$ cat src/rtl/gpio_rmw_pkg.sv
package gpio_rmw_pkg;
  typedef enum logic [1:0] {
    SEQ_IDLE = 2'd0,
    SEQ_CAP  = 2'd1,
    SEQ_WB   = 2'd2
  } seq_state_e;

  localparam logic [1:0] ADDR_DIR   = 2'd0;
  localparam logic [1:0] ADDR_PORT  = 2'd1;
  localparam logic [1:0] ADDR_SET   = 2'd2;
  localparam logic [1:0] ADDR_CLR   = 2'd3;
endpackage

$ cat src/rtl/gpio_sync.sv
module gpio_sync #(
  parameter int WIDTH  = 8,
  parameter int STAGES = 2
) (
  input  logic             clk_i,
  input  logic             rst_ni,
  input  logic [WIDTH-1:0] d_i,
  output logic [WIDTH-1:0] q_o
);
  logic [STAGES-1:0][WIDTH-1:0] stage_q;

  always_ff @(posedge clk_i or negedge rst_ni) begin
    if (!rst_ni) stage_q[0] <= '0;
    else         stage_q[0] <= d_i;
  end

  for (genvar s = 1; s < STAGES; s++) begin : g_stage
    always_ff @(posedge clk_i or negedge rst_ni) begin
      if (!rst_ni) stage_q[s] <= '0;
      else         stage_q[s] <= stage_q[s-1];
    end
  end

  assign q_o = stage_q[STAGES-1];
endmodule

$ cat src/rtl/gpio_rmw_seq.sv
module gpio_rmw_seq
  import gpio_rmw_pkg::*;
#(
  parameter int WIDTH = 8,
  localparam int IDX_W = $clog2(WIDTH)
) (
  input  logic             clk_i,
  input  logic             rst_ni,
  input  logic             start_i,
  input  logic             op_set_i,
  input  logic [IDX_W-1:0] idx_i,
  input  logic [WIDTH-1:0] port_val_i,
  output logic             busy_o,
  output logic             wb_valid_o,
  output logic [WIDTH-1:0] wb_data_o
);
  seq_state_e       state_q;
  logic             op_set_q;
  logic [IDX_W-1:0] idx_q;
  logic [WIDTH-1:0] data_q;
  logic [WIDTH-1:0] modified;

  always_comb begin
    modified        = port_val_i;
    modified[idx_q] = op_set_q;
  end

  always_ff @(posedge clk_i or negedge rst_ni) begin
    if (!rst_ni) begin
      state_q  <= SEQ_IDLE;
      op_set_q <= 1'b0;
      idx_q    <= '0;
      data_q   <= '0;
    end else begin
      unique case (state_q)
        SEQ_IDLE: if (start_i) begin
          op_set_q <= op_set_i;
          idx_q    <= idx_i;
          state_q  <= SEQ_CAP;
        end
        SEQ_CAP: begin
          data_q  <= modified;
          state_q <= SEQ_WB;
        end
        SEQ_WB:  state_q <= SEQ_IDLE;
        default: state_q <= SEQ_IDLE;
      endcase
    end
  end

  assign busy_o     = (state_q != SEQ_IDLE);
  assign wb_valid_o = (state_q == SEQ_WB);
  assign wb_data_o  = data_q;


  start_busy_chk: assert property (@(posedge clk_i) disable iff (!rst_ni)
    (start_i && !busy_o) |=> busy_o);

  busy_len_chk: assert property (@(posedge clk_i) disable iff (!rst_ni)
    $rose(busy_o) |=> (busy_o ##1 !busy_o));

  wb_bit_chk: assert property (@(posedge clk_i) disable iff (!rst_ni)
    wb_valid_o |-> (wb_data_o[idx_q] == op_set_q));

  hold_req_chk: assert property (@(posedge clk_i) disable iff (!rst_ni)
    busy_o |=> ($stable(idx_q) && $stable(op_set_q)));
endmodule

$ cat src/rtl/gpio_rmw_port.sv
module gpio_rmw_port
  import gpio_rmw_pkg::*;
#(
  parameter int WIDTH       = 8,
  parameter int SYNC_STAGES = 2,
  localparam int IDX_W = $clog2(WIDTH)
) (
  input  logic             clk_i,
  input  logic             rst_ni,
  input  logic             req_i,
  input  logic             we_i,
  input  logic [1:0]       addr_i,
  input  logic [WIDTH-1:0] wdata_i,
  output logic [WIDTH-1:0] rdata_o,
  input  logic [WIDTH-1:0] pad_i,
  output logic [WIDTH-1:0] pad_o,
  output logic [WIDTH-1:0] pad_oe_o
);
  logic [WIDTH-1:0] dir_q, latch_q, pad_sync, port_val, wb_data;
  logic             busy, wb_valid, bus_wr, start;

  gpio_sync #(.WIDTH(WIDTH), .STAGES(SYNC_STAGES)) u_sync (
    .clk_i (clk_i),
    .rst_ni(rst_ni),
    .d_i   (pad_i),
    .q_o   (pad_sync)
  );

  // per-bit mix: pad for inputs, latch for outputs
  assign port_val = (pad_sync & ~dir_q) | (latch_q & dir_q);

  assign bus_wr = req_i && we_i && !busy;
  assign start  = bus_wr && addr_i[1];

  gpio_rmw_seq #(.WIDTH(WIDTH)) u_seq (
    .clk_i     (clk_i),
    .rst_ni    (rst_ni),
    .start_i   (start),
    .op_set_i  (addr_i == ADDR_SET),
    .idx_i     (wdata_i[IDX_W-1:0]),
    .port_val_i(port_val),
    .busy_o    (busy),
    .wb_valid_o(wb_valid),
    .wb_data_o (wb_data)
  );

  always_ff @(posedge clk_i or negedge rst_ni) begin
    if (!rst_ni) begin
      dir_q   <= '0;
      latch_q <= '0;
    end else begin
      if (bus_wr && addr_i == ADDR_DIR) dir_q <= wdata_i;
      if (wb_valid)                            latch_q <= wb_data;
      else if (bus_wr && addr_i == ADDR_PORT)  latch_q <= wdata_i;
    end
  end

  always_comb begin
    unique case (addr_i)
      ADDR_DIR:  rdata_o = dir_q;
      ADDR_PORT: rdata_o = port_val;
      ADDR_SET:  rdata_o = latch_q;
      default:   rdata_o = {{(WIDTH-1){1'b0}}, busy};
    endcase
  end

  assign pad_o    = latch_q;
  assign pad_oe_o = dir_q;


  latch_wb_chk: assert property (@(posedge clk_i) disable iff (!rst_ni)
    wb_valid |=> (latch_q == $past(wb_data)));

  ignore_dir_chk: assert property (@(posedge clk_i) disable iff (!rst_ni)
    busy |=> $stable(dir_q));

  ignore_latch_chk: assert property (@(posedge clk_i) disable iff (!rst_ni)
    (busy && !wb_valid) |=> $stable(latch_q));
endmodule

$ cat config.mk
export PLATFORM = sky130hd
export DESIGN_NAME = gpio_rmw_port
export DESIGN_NICKNAME = d
export VERILOG_FILES = /design/src/rtl/gpio_rmw_pkg.sv /design/src/rtl/gpio_sync.sv /design/src/rtl/gpio_rmw_seq.sv /design/src/rtl/gpio_rmw_port.sv
export SDC_FILE = /design/constraint.sdc
export NUM_CORES = 1
export LEC_CHECK = 0
export CAP_MARGIN = 20
export CORE_ASPECT_RATIO = 0.9
export CORE_MARGIN = 2
export CORE_UTILIZATION = 50
export CTS_BUF_LIST = sky130_fd_sc_hd__clkbuf_2 sky130_fd_sc_hd__clkbuf_4 sky130_fd_sc_hd__clkbuf_8
export DETAILED_ROUTE_END_ITERATION = 8
export DONT_BUFFER_PORTS = 1
export PLACE_DENSITY_LB_ADDON = 0.1
export SYNTH_ARGS = -nofsm -noshare
export SYNTH_HDL_FRONTEND = slang
export SYNTH_HIERARCHICAL = 1
export SYNTH_SLANG_ARGS = --single-unit
export TNS_END_PERCENT = 1
$ cat constraint.sdc
create_clock -name clk_i -period 1.8 [get_ports clk_i]
set_clock_uncertainty 0.15 [all_clocks]
set_input_delay 0.36 -clock clk_i [delete_from_list [all_inputs] [get_ports clk_i]]
set_output_delay 0.36 -clock clk_i [all_outputs]
set_load 0.05 [all_outputs]
==> impl_metrics.toml <==
[status]
status = "finished, violations left"
violations = "negative setup slack"

[sta]
setup_ws_ns = -0.0495
relSlewSlack_pct = 77.2
worst_slew_pin_slew_ns = 0.342
finalCriticalPeriod_ns = 1.85
setup_tns_ns = -0.203
hold_violations = 0
finalSetupViolCount = 7
rsz0062_at_grt = "yes"
final_max_slew_viol_count = 0
fin_crit_sh_pct = 103
fmax_mhz = 541

[global_route]
grt_pass1_vias = 1574
antenna_found_initial = 0
grt_max_degree = 47
grt-ovfl-total = 0
grt.total_usage_pct = 20.2
grt_pass1_wl_um = 7580

[route]
wl_per_cell_um = 16.6
drt_first_iter_violations = 101
drcViolationCount = 0
drt-pass1-iter-count = 4
ant_nets = 0
wl_um = 4920
via_per_inst = 5.55
via_count = 1643

[yosys]
ys_seq_elements = 46
avgSynthCellArea_um2 = 11.8
ys.flop_type = "dfrtp_1"
yosys.cell_count.top_type = "dfrtp_1"
synthCells = 197
netlist.area_leader.share_pct = 49.6
yosys_warnings = 6
synth_seq_area_share_pct = 49.6
synth_largest_area_cell = "dfrtp_1"
yosys-top-cells-area = "dfrtp_1, mux2i_1, mux2_2, a21oi_1, buf_4"
ys_top_cells_by_count = "dfrtp_1, a21oi_1, mux2i_1, mux2_2, buf_4"
synthArstFlopShare_pct = 100
synth.distinct_cells = 30
syn_nets = 219
synth_edf_count = 0
netlist_area_um2 = 2320

[clocking]
clock-sinks = 46
cts_root_buffer = "clkbuf_8"
tritoncts = "done"
htreeDepth = 2
clockBufferDepth = 2
cts_buffers = 5
clk_pin_slew_worst_paths_ns = 0.09
clk_latency_ns = 0.30

[min_path]
whs_path_depth = 1
min_to = "pad_oe_o[4]"
holdCritPathClass = "input pin to register"
min_from = "wdata_i[4]"

[die]
die-area_um2 = 5210
start_util_pct = 52.1
rows = 23
die_w_um = 75.8
io_pins = 46
die_height_um = 68.7
design.core.area_um2 = 4460

[critical_path]
cp_max_fo = 4
cp-start-kind = "register"
crit_required_ns = 1.29
worstSetupPathType = "register to output pin"
crit_path_end_kind = "output pin"
cp_data_arrival_time_ns = 1.34
r2r_cells = 4
regToRegStartpoint = "u_seq/state_q[1]"
r2r_slack_ns = 0.04
r2r_end = "pad_oe_o[1]"

[placed_design]
dpl.hpwl_um = 3240
gp_routability_congestion = 0.770
port_buffers = 0
place_area_um2 = 2600

[finish]
fin_area_um2 = 2930
nets = 255
area_delta_synth_final_pct = 26.1
drive_gt1_share_pct = 36.8
diodes = 0
n_fill_cell = 343

[power_and_ir_drop]
p_per_area_nw_per_um2 = 1330
vdd_drop_max_uv = 828
p_leak_nw = 1.29
fin_total_pwr_mw = 3.89

[job]
cap_violations = 0
[through the flow]
| step | worst slack, ns | hold slack [ns] | instances | utilization, % |
|---|---|---|---|---|
| floorplan | -0.112 | -0.0856 | 197 | - |
| global placement | -0.0197 | -0.0847 | 267 | 58.4 |
| detailed placement | -0.0878 | -0.0848 | 267 | 58.4 |
| CTS | -0.0548 | 0.0341 | 296 | 65.6 |
| global route | -0.111 | 0.0370 | 296 | 65.7 |
| finish | -0.0495 | 0.0394 | 296 | 65.7 |
[state kept, by name, indices dropped and copies added (netlist names)]
| name | cells |
|---|---|
| pad_o | 8 |
| pad_oe_o | 8 |
| u_seq/wb_data_o | 8 |
| u_sync/q_o | 8 |
| u_sync/stage_q | 8 |
| u_seq/idx_q | 3 |
| u_seq/state_q | 2 |
| u_seq/op_set_q | 1 |
[worst max-delay path, stage by stage (launching register included)]
cell	delay (ns)
dfrtp_1	0.42
and3b_1	0.24
a21oi_2	0.05
o22ai_4	0.18
buf_12	0.16
[cell usage in the layout (no fill, tap or decap), drive strengths merged, types with 3 or more instances in the layout]
| cell | count |
|---|---|
| a21oi | 24 |
| a31oi | 8 |
| and3b | 7 |
| buf | 41 |
| clkbuf | 6 |
| dfrtp | 46 |
| dlygate4sd3 | 9 |
| inv | 3 |
| mux2 | 19 |
| mux2i | 16 |
| nand3b | 3 |
| nor2 | 10 |
| nor2b | 10 |
| nor3b | 4 |
| o21ai | 10 |
| o22ai | 7 |
[metal layers]
layer / track usage (%) / wire, um / share of wire (%) / vias up
li1: - / - / - / 769
met1: 25.7 / 2150 / 44 / 808
met2: 33.4 / 2340 / 47 / 59
met3: 5.38 / 363 / 7.4 / 7
met4: 6.80 / 67 / 1.4 / 0
met5: 0 / 0 / 0 / -
[kinds of logic (layout without fill, tap and decap cells)]
group                  count (synthesis)  in the layout  synth area share (%)
AOI/OAI and AO/OA                     50             50                  11.7
DFF                                   46             46                  49.6
and+or+nand+nor                       42             42                  14.2
muxes                                 35             35                  16.8
buffers and inverters                 24             61                  7.76
[power by group]
group	internal [mW]	switching (mW)	leakage [nW]
logic	0.781	0.980	0.707
clock network	0.309	0.337	0.0472
registers	1.25	0.228	0.537
total	2.34	1.55	1.29
[area by class of cell]
type	instances	area, um^2	area share [%]
Sequential cell	46	1150	39.3
Multi-Input combinational cell	127	1070	36.7
Timing Repair Buffer	50	518	17.7
Clock buffer	6	82.6	2.82
Tap cell	62	77.6	2.65
Clock inverter	2	12.5	0.427
Inverter	3	11.3	0.384
[timing repair]
item	4_1_cts	5_1_grt
pin swaps	3	1
hold buffers	10	0
cloned	0	0
endpoints found under the setup margin	16	21
buffers inserted	11	0
hold endpoints to repair	54	0
gates resized for setup	5	1
[worst max-delay path by stage]
stage	start	to	slack, ns	cells past startpoint
6_report	pad_oe_o[1]	rdata_o[1]	-0.05	4
5_1_grt	u_seq/state_q[0]	rdata_o[0]	-0.11	4
4_1_cts	pad_oe_o[1]	rdata_o[1]	-0.05	4
3_5_place_dp	u_seq/state_q[0]	pad_oe_o[5]	-0.09	4
3_3_place_gp	u_seq/state_q[0]	pad_oe_o[6]	-0.02	4
2_1_floorplan	pad_oe_o[5]	rdata_o[5]	-0.11	3
Power figures use the tool's default switching activity.
